`src/rtl/tmr_pkg.sv`:
```
package tmr_pkg;

    localparam int DATA_W   = 32;
    localparam int OFS_W    = 8;   // byte offset inside one timer slot
    localparam int K_W      = 4;   // timers per 4 KiB group (16)
    localparam int GRP_LSB  = OFS_W + K_W;

    localparam logic [OFS_W-1:0] OFS_RELOAD = 8'h00;
    localparam logic [OFS_W-1:0] OFS_CTRL   = 8'h04;

    localparam int B_EN     = 0;
    localparam int B_RELOAD = 1;
    localparam int B_EXP    = 2;
    localparam int B_PER    = 8;

    typedef enum logic [1:0] {
        SEL_NONE,
        SEL_RELOAD,
        SEL_CTRL
    } reg_sel_e;

    typedef struct packed {
        logic periodic;
        logic enable;
    } ctrl_t;

    function automatic logic [DATA_W-1:0] pack_ctrl(ctrl_t c, logic expired);
        logic [DATA_W-1:0] w;
        w         = '0;
        w[B_EN]   = c.enable;
        w[B_EXP]  = expired;
        w[B_PER]  = c.periodic;
        return w;
    endfunction

    function automatic ctrl_t unpack_ctrl(logic [DATA_W-1:0] w);
        ctrl_t c;
        c.enable   = w[B_EN];
        c.periodic = w[B_PER];
        return c;
    endfunction

endpackage

```
`src/rtl/tmr_decode.sv`:
```
module tmr_decode
    import tmr_pkg::*;
#(
    parameter int NUM_TIMERS = 8,
    parameter int ADDR_W     = 18,
    localparam int IDX_W     = (NUM_TIMERS > 1) ? $clog2(NUM_TIMERS) : 1,
    localparam int FLAT_W    = ADDR_W - OFS_W
) (
    input  logic [ADDR_W-1:0]     addr,
    input  logic                  wr_en,
    output reg_sel_e              sel,
    output logic [IDX_W-1:0]      idx,
    output logic [NUM_TIMERS-1:0] wr_reload,
    output logic [NUM_TIMERS-1:0] wr_ctrl
);

    // group j in the upper bits, slot k below it: {j,k} is j*16+k
    logic [FLAT_W-1:0] flat;
    logic              hit;

    assign flat = {addr[ADDR_W-1:GRP_LSB], addr[GRP_LSB-1:OFS_W]};
    assign hit  = flat < FLAT_W'(NUM_TIMERS);
    assign idx  = flat[IDX_W-1:0];

    always_comb begin
        sel = SEL_NONE;
        if (hit) begin
            if (addr[OFS_W-1:0] == OFS_RELOAD)    sel = SEL_RELOAD;
            else if (addr[OFS_W-1:0] == OFS_CTRL) sel = SEL_CTRL;
        end
    end

    for (genvar i = 0; i < NUM_TIMERS; i++) begin : g_strobe
        assign wr_reload[i] = wr_en && (sel == SEL_RELOAD) && (flat == FLAT_W'(i));
        assign wr_ctrl[i]   = wr_en && (sel == SEL_CTRL)   && (flat == FLAT_W'(i));
    end

endmodule

```
`src/rtl/tmr_chan.sv`:
```
module tmr_chan
    import tmr_pkg::*;
(
    input  logic              clk,
    input  logic              rst,
    input  logic              tick_en,
    input  logic              mgr_en,
    input  logic              wr_reload,
    input  logic              wr_ctrl,
    input  logic [DATA_W-1:0] wdata,
    output logic [DATA_W-1:0] reload_q,
    output ctrl_t             ctrl_q,
    output logic              expired_q,
    output logic              pulse_q
);

    logic [DATA_W-1:0] cnt_q;
    logic              gate;
    logic              run;
    logic              any_wr;

    assign gate   = tick_en && mgr_en && ctrl_q.enable;
    assign run    = gate && (cnt_q != '0);
    assign any_wr = wr_reload || wr_ctrl;

    always_ff @(posedge clk) begin
        if (rst) begin
            reload_q  <= '0;
            cnt_q     <= '0;
            ctrl_q    <= '0;
            expired_q <= 1'b0;
            pulse_q   <= 1'b0;
        end else begin
            pulse_q <= 1'b0;
            if (wr_reload) begin
                reload_q  <= wdata;
                cnt_q     <= wdata;
                expired_q <= 1'b0;
            end else if (wr_ctrl) begin
                ctrl_q <= unpack_ctrl(wdata);
                if (wdata[B_RELOAD]) begin
                    cnt_q     <= reload_q;
                    expired_q <= 1'b0;
                end
            end else if (run) begin
                if (cnt_q == DATA_W'(1)) begin
                    pulse_q <= 1'b1;
                    if (ctrl_q.periodic) begin
                        cnt_q     <= reload_q;
                        expired_q <= 1'b0;
                    end else begin
                        cnt_q     <= '0;
                        expired_q <= 1'b1;
                    end
                end else begin
                    cnt_q <= cnt_q - DATA_W'(1);
                end
            end
        end
    end

    assert_load_R2: assert property (@(posedge clk) disable iff (rst)
        wr_reload |=> (cnt_q == $past(wdata)) && (reload_q == $past(wdata)) && !expired_q);

    assert_step_R4: assert property (@(posedge clk) disable iff (rst)
        (!any_wr && gate && cnt_q > DATA_W'(1)) |=> (cnt_q == $past(cnt_q) - DATA_W'(1)) && !pulse_q);

    assert_oneshot_R5: assert property (@(posedge clk) disable iff (rst)
        (!any_wr && gate && cnt_q == DATA_W'(1) && !ctrl_q.periodic) |=> pulse_q && expired_q && (cnt_q == '0));

    assert_sticky_R6: assert property (@(posedge clk) disable iff (rst)
        (expired_q && !wr_reload && !(wr_ctrl && wdata[B_RELOAD])) |=> expired_q);

    assert_reload_R7: assert property (@(posedge clk) disable iff (rst)
        (wr_ctrl && !wr_reload && wdata[B_RELOAD]) |=> (cnt_q == $past(reload_q)) && !expired_q);

    assert_periodic_R8: assert property (@(posedge clk) disable iff (rst)
        (!any_wr && gate && cnt_q == DATA_W'(1) && ctrl_q.periodic) |=> pulse_q && !expired_q && (cnt_q == $past(reload_q)));

    assert_hold_R9: assert property (@(posedge clk) disable iff (rst)
        (!any_wr && !gate) |=> (cnt_q == $past(cnt_q)) && !pulse_q);

    assert_idle_R10: assert property (@(posedge clk) disable iff (rst)
        (!any_wr && cnt_q == '0) |=> (cnt_q == '0) && !pulse_q);

endmodule

```
`src/rtl/tmr_bank.sv`:
```
module tmr_bank
    import tmr_pkg::*;
#(
    parameter int NUM_TIMERS = 8,
    parameter int ADDR_W     = 18
) (
    input  logic                  clk,
    input  logic                  rst,
    input  logic                  tick_en,
    input  logic                  mgr_en,
    input  logic                  wr_en,
    input  logic [ADDR_W-1:0]     addr,
    input  logic [DATA_W-1:0]     wdata,
    output logic [DATA_W-1:0]     rdata,
    output logic [NUM_TIMERS-1:0] expired_o,
    output logic [NUM_TIMERS-1:0] expire_pulse_o
);

    localparam int IDX_W = (NUM_TIMERS > 1) ? $clog2(NUM_TIMERS) : 1;

    reg_sel_e              sel;
    logic [IDX_W-1:0]      idx;
    logic [NUM_TIMERS-1:0] wr_reload;
    logic [NUM_TIMERS-1:0] wr_ctrl;
    logic [DATA_W-1:0]     reload_arr [NUM_TIMERS];
    ctrl_t                 ctrl_arr   [NUM_TIMERS];

    tmr_decode #(
        .NUM_TIMERS (NUM_TIMERS),
        .ADDR_W     (ADDR_W)
    ) u_decode (
        .addr      (addr),
        .wr_en     (wr_en),
        .sel       (sel),
        .idx       (idx),
        .wr_reload (wr_reload),
        .wr_ctrl   (wr_ctrl)
    );

    for (genvar i = 0; i < NUM_TIMERS; i++) begin : g_chan
        tmr_chan u_chan (
            .clk       (clk),
            .rst       (rst),
            .tick_en   (tick_en),
            .mgr_en    (mgr_en),
            .wr_reload (wr_reload[i]),
            .wr_ctrl   (wr_ctrl[i]),
            .wdata     (wdata),
            .reload_q  (reload_arr[i]),
            .ctrl_q    (ctrl_arr[i]),
            .expired_q (expired_o[i]),
            .pulse_q   (expire_pulse_o[i])
        );
    end

    always_comb begin
        rdata = '0;
        case (sel)
            SEL_RELOAD: rdata = reload_arr[idx];
            SEL_CTRL:   rdata = pack_ctrl(ctrl_arr[idx], expired_o[idx]);
            default:    rdata = '0;
        endcase
    end

    assert_unmapped_R11: assert property (@(posedge clk) disable iff (rst)
        (sel == SEL_NONE) |-> (rdata == '0));

    assert_single_write_R11: assert property (@(posedge clk) disable iff (rst)
        $onehot0({wr_reload, wr_ctrl}));

endmodule

```
`config.mk`:
```
export PLATFORM = sky130hd
export DESIGN_NAME = tmr_bank
export DESIGN_NICKNAME = d
export VERILOG_FILES = /design/src/rtl/tmr_pkg.sv /design/src/rtl/tmr_decode.sv /design/src/rtl/tmr_chan.sv /design/src/rtl/tmr_bank.sv
export SDC_FILE = /design/constraint.sdc
export NUM_CORES = 2
export LEC_CHECK = 0
export BUFFER_PORTS_ARGS = -buffer_cell sky130_fd_sc_hd__buf_4
export CORE_ASPECT_RATIO = 1.4
export CORE_MARGIN = 2
export CORE_UTILIZATION = 64
export CTS_CLUSTER_SIZE = 28
export DETAILED_ROUTE_END_ITERATION = 12
export MAX_ROUTING_LAYER = met4
export PLACE_DENSITY = 0.82
export SLEW_MARGIN = 40
export SYNTH_ARGS = -nofsm -noshare
export SYNTH_HDL_FRONTEND = slang
export SYNTH_HIERARCHICAL = 1
export SYNTH_SLANG_ARGS = --single-unit
export TNS_END_PERCENT = 20
```
`constraint.sdc`:
```
create_clock -name clk -period 3 [get_ports clk]
set_input_delay 0.15 -clock clk [delete_from_list [all_inputs] [get_ports clk]]
set_output_delay 0.15 -clock clk [all_outputs]
set_load 0.01 [all_outputs]
```
# Word level (Yosys, flattened, before mapping)
# Index checks and enable logic that the tools add are counted.
# totals
latchBits	0
ramBits	0
romBits	0
memories	0
word_cells	320
out_inout_bits	48
in_bits	55
regBits	544
# classes
mux	101
n_div	0
multipliers	0
n_eq_ne	34
magnitude_cmp	3
n_shift	0
add_sub_neg	8
bitwise	17
reduce_logical	109
# op_table
op	n
32-bit 2-to-1 mux	50
32-bit by 1-bit equality test with 1-bit output, second input constant	8
32-bit nonzero test	8
32-bit by 1-bit subtractor with 32-bit output, second input constant	8
32-bit binary-select mux with 3-bit select	1
32-bit case mux with 2 select lines	1
1-bit 2-to-1 mux	42
10-bit by 3-bit equality test with 1-bit output, second input constant	4
1-bit logical AND	35
2-bit AND reduction	16
2-bit nonzero test	16
4-bit OR reduction	8
3-bit by 2-bit != test with 1-bit output, second input constant	8
3-bit AND reduction	8
3-bit nonzero test	8
10-bit by 2-bit equality test with 1-bit output, second input constant	2
2-bit != test, second input constant	8
1-bit NOT	16
2-bit OR reduction	8
10-bit by 1-bit equality test with 1-bit output, second input constant	1
10-bit zero test	1
10-bit by 4-bit < comparator with 1-bit output, second input constant	1
2-bit 2-to-1 mux	5
8-bit by 3-bit equality test with 1-bit output, second input constant	1
other kinds (8)	8

# Logic depth before layout (Yosys ltp)
# depth
word_depth	9
mapped_depth	11
mapped_depth_nobuf	9

# By module
# The synthesis kept the hierarchy.
# by_module_without_submodules
mod	cells_each	area_per_inst_um2	n_inst
tmr_chan	460	3807.4	8
tmr_bank	176	2277.2	1
tmr_decode	37	292.8	1

# Worst setup path after synthesis
# OpenSTA, ideal clock, no wires.
# synth_timing
path_kind	input to register
from	input addr[5]
to	register g_chan[2].u_chan.reload_q[1]
path_slack_ps	327
cell_stages	8
arrival_ps	2546
required_time_ps	2872
setup_time_ps	128
cell_sequence	nor4_4 -> nand4_4 -> nor3_1 -> clkbuf_1 -> clkbuf_1 -> buf_1 -> mux2i_1 -> nor2_1
# synth_via
elab_chain_len	7
word_cells_on_any_way	8
classes_between	eq/ne (2); mux (3); reduce/logical (3)
# synth_rtl
item	line	rtl
from (decl)	tmr_bank.sv:12	input logic [ADDR_W-1:0] addr,
8-bit by 3-bit equality test with 1-bit output	tmr_decode.sv:29	else if (addr[OFS_W-1:0] == OFS_CTRL) sel = SEL_CTRL;
2-bit 2-to-1 mux	tmr_decode.sv:29	
2-bit 2-to-1 mux (*)	tmr_decode.sv:28	if (addr[OFS_W-1:0] == OFS_RELOAD) sel = SEL_RELOAD;
2-bit 2-to-1 mux (*)	tmr_decode.sv:27	if (hit) begin
2-bit by 1-bit equality test with 1-bit output (*)	tmr_decode.sv:34	assign wr_reload[i] = wr_en && (sel == SEL_RELOAD) && (flat == FLAT_W'(i));
1-bit logical AND (*) (2 in a row)	tmr_decode.sv:34	
named net wr_reload[2]	tmr_bank.sv:23	logic [NUM_TIMERS-1:0] wr_reload;
to (signal assigned)	tmr_chan.sv:36	reload_q <= wdata;
to (decl)	tmr_chan.sv:11	output logic [DATA_W-1:0] reload_q,
# Mark *: on every way through the listed nets, which the timed path passes. The rest lies on a longest branch.
# A chain may end at the register's enable or synchronous reset.

# Final worst setup path
# layout_timing
from	register g_chan[6].u_chan.cnt_q[0]
to	register g_chan[6].u_chan.cnt_q[28]
# layout_via
elab_chain_len	5
word_cells_on_any_way	10
classes_between	add/sub (1); eq/ne (1); mux (4); reduce/logical (4)
# layout_rtl
item	line	rtl
from (decl)	tmr_chan.sv:17	logic [DATA_W-1:0] cnt_q;
from (signal assigned)	tmr_chan.sv:37	cnt_q <= wdata;
from (signal assigned)	tmr_chan.sv:42	cnt_q <= reload_q;
from (signal assigned)	tmr_chan.sv:49	cnt_q <= reload_q;
32-bit by 1-bit subtractor with 32-bit output or 32-bit by 1-bit equality test with 1-bit output (tied branches)	tmr_chan.sv:56, tmr_chan.sv:46	
32-bit 2-to-1 mux	tmr_chan.sv:46	if (cnt_q == DATA_W'(1)) begin
32-bit 2-to-1 mux	tmr_chan.sv:45	end else if (run) begin
32-bit 2-to-1 mux	tmr_chan.sv:39	end else if (wr_ctrl) begin
32-bit 2-to-1 mux	tmr_chan.sv:35	if (wr_reload) begin
# Parallel ways exist; a longest one is shown, timed or not. The select of a mux whose other input is x is not followed.

==> results.tsv <==
metric	value	unit
Avg Inst Size Synth	8.48	um^2
number of buffers and inverters on the critical path	1	
crit path kind	reg -> reg	
Placer Congestion	1.06	
number of nets in the layout	4053	
register area share after synthesis	33.0	%
Hold Slack	0.0214	ns
die area	0.0535	mm^2
top cell type's share of synthesized area	33.0	%
Post-Syn Nets	3974	
Slowest cell on crit path	or4b_2	
initial antenna violation count	6	
Post-Synthesis Cells	3893	
Post-Syn Area	0.0330	mm^2
Worst-path clk slew	0.07	ns
Rows	98	
FMAX	348	MHz
Area Growth Syn to Fin	12.9	%
Placeable Area	0.0510	mm^2
clock tree from TritonCTS	built	
Setup Skew	0.0125	ns
flop and latch count out of synthesis	544	
fin crit period	2.88	ns
Detail Route Antenna Nets	0	
Worst Hold Class	in -> reg	
relative slew slack	50.1	%
routed vias	34400	
crit end category	flop	
Clock Path Buffers	3	
Synth Area in Compound Gates	21.1	%
Post-route DRC	0	
area share of fa/ha/maj cells after synthesis	0.985	%
synth cell count leaders	nor2_1 (613), dfxtp_1 (544), nand2_1 (262)	
vias in the first global route	31700	
die height	273	um
Power Total	15.5	mW
CP Data Arrival Time	3.41	ns
final wirelength	135000	um
crit path max fanout	5	
die width	196	um
fraction of layout cells with a size suffix above 1	14.8	%
Pre-antenna DRT Iters	8	
post-synth top area cell	dfxtp_1	
Max-Cap Viols	0	
Worst path max stage delay	0.68	ns
Synth area leaders	dfxtp_1 (33%), mux2i_1 (7.5%), nor2_1 (7.0%)	
hpwl dp	92400	um
combinational family with the most area after synthesis	simple AND/OR/NAND/NOR gates	
final period utilization	95.9	%
Final Cell Area	0.0373	mm^2
Port-buffer cells	102	
GRT Total Usage	50.7	%
cts bufs inserted	55	
Initial DRC Count	5020	
count leader, synth	nor2_1	
TNS Setup	0	ns
Least-Margin Pin Slew	0.746	ns
global-route wire length before repair	200000	um
global route overflow	0	
Boundary Pins	103	
Syn. warnings	6	
Required @ worst endpoint	3.53	ns
CP delay by family, top	simple AND/OR/NAND/NOR gates	
layout filler cell count	4020	
H-tree levels	2	
post-synthesis xor/xnor area fraction	3.61	%
unrepaired setup endpoints after global routing	no	
PwrDens	416	mW/mm^2
synth unique cells	69	
Simple-Gate Fraction of Synth Area	23.7	%
Worst setup SP type	flop	
outcome	finished, final reports clean	
placed instance area	0.0352	mm^2
number of synthesized flops with an enable pin	0	
final hold vios	0	
DR vias/cell	7.36	
CTS Sinks	544	
initial core utilization	64.8	%
Clock Latency Late Sink	0.63	ns
VDD IR max	0.488	mV
DR WL/cell	28.9	um
static leakage	13.9	nW
CP Cell Sequence	inv_1 -> ha_1 -> or4b_2 -> nor4_4 -> nand2_1 -> a2111oi_1 -> a211oi_1 -> a311oi_1	
final setup vio count	0	
top_reg_cell synth	dfxtp_1	
multiplexer area fraction after synthesis	12.3	%
largest net degree at the start of global routing	118	
CTS root buf	clkbuf_16	
async set-reset flop share out of synthesis	0	%
Final Max Tran Viols	0	
sequential cells by signal, summed over array words and instances, names as in the netlist:
signal / cells
g_chan.u_chan/expired_q: 8
g_chan.u_chan/pulse_q: 8
g_chan.u_chan/ctrl_q: 16
g_chan.u_chan/cnt_q: 256
g_chan.u_chan/reload_q: 256
placed cells by master, fill, tap and decap left out, types with 19 or more instances in the layout:
| cell | count |
|---|---|
| nor2b_1 | 35 |
| mux2i_1 | 246 |
| nand3_1 | 68 |
| nor3_1 | 72 |
| or4_1 | 40 |
| o32ai_1 | 48 |
| a21oi_1 | 192 |
| a31oi_1 | 32 |
| or3_1 | 56 |
| nor2_1 | 605 |
| buf_4 | 298 |
| o31ai_1 | 40 |
| nand2_1 | 262 |
| xor2_1 | 32 |
| and4_1 | 24 |
| and3_1 | 72 |
| nand4_1 | 40 |
| a311oi_1 | 24 |
| a222oi_1 | 24 |
| or2_2 | 24 |
| and2_1 | 32 |
| ha_1 | 26 |
| xnor2_1 | 104 |
| mux4_2 | 67 |
| dfxtp_1 | 544 |
| o221ai_1 | 24 |
| a221oi_1 | 144 |
| a211oi_1 | 120 |
| buf_12 | 23 |
| o21ai_0 | 128 |
| inv_1 | 82 |
| nand2b_1 | 19 |
| clkbuf_16 | 57 |
| nor4_1 | 49 |
final timing paths:
kind	slack [ns]	depth (start not counted)	end	start
min	0.02	3	g_chan[0].u_chan/reload_q[2]$_SDFFE_PP0P_	wdata[2]
max reg2reg	0.12	8	g_chan[6].u_chan/cnt_q[28]$_SDFFE_PP0P_	g_chan[6].u_chan/cnt_q[0]$_SDFFE_PP0P_
max	0.12	8	g_chan[6].u_chan/cnt_q[28]$_SDFFE_PP0P_	g_chan[6].u_chan/cnt_q[0]$_SDFFE_PP0P_
min reg2reg	0.48	2	g_chan[3].u_chan/cnt_q[27]$_SDFFE_PP0P_	g_chan[3].u_chan/cnt_q[27]$_SDFFE_PP0P_
per-layer routing:
layer  share of wire, %  wire length, um  vias up  GRT usage, %
met3                 15            20600      690          14.8
met5                  0                0        -             -
met1                 35            47300    16200          62.1
met2                 41            55300     2698          71.4
met4                8.8            11800        0          35.9
li1                   -                -    14800             -
worst reg2reg max path, cell delays in order, from the launching register on:
cell and delay, ns:
dfxtp_1 0.35, inv_1 0.12, ha_1 0.21, or4b_2 0.68
nor4_4 0.37, nand2_1 0.14, a2111oi_1 0.50, a211oi_1 0.11
a311oi_1 0.30
cell type report:
cell class	instances	area, um^2	area share, %
Multi-Input combinational cell	2953	20500	55.0
Sequential cell	544	10900	29.2
Timing Repair Buffer	328	2770	7.44
Clock buffer	77	1570	4.21
Tap cell	650	813	2.18
Clock inverter	23	382	1.02
Inverter	90	338	0.906
Antenna cell	12	30.0	0.0805
what timing repair did:
item,in CTS,in global routing
hold endpoints to repair,65,0
buffers inserted,0,0
hold buffers,6,0
gates resized for setup,0,2
endpoints found under the setup margin,0,3
power breakdown:
group	switching, mW	internal, mW	leakage (nW)
Sequential	0.00000217	7.22	4.38
Combinational	0.521	0.141	8.53
Clock	3.13	4.50	0.942
logic make-up (layout without fill, tap and decap cells):
family / Yosys count / after routing
flip-flops: 544 / 544
AND/OR/NAND/NOR: 1512 / 1512
XOR/XNOR: 136 / 136
buffers and inverters: 396 / 518
adder cells (fa/ha/maj): 26 / 26
multiplexers: 321 / 321
other: 0 / 12
AO/OA/AOI/OAI: 958 / 958
through the flow:
step                cells  utilization, %  worst slack, ns
finish               4677            73.1            0.123
global route         4671            73.1           0.0130
CTS                  4665            73.0           0.0664
detailed placement   4559            69.1            0.106
global placement     4559            69.1            0.187
floorplan            3893               -            0.327
(Power assumes the default switching activity.)
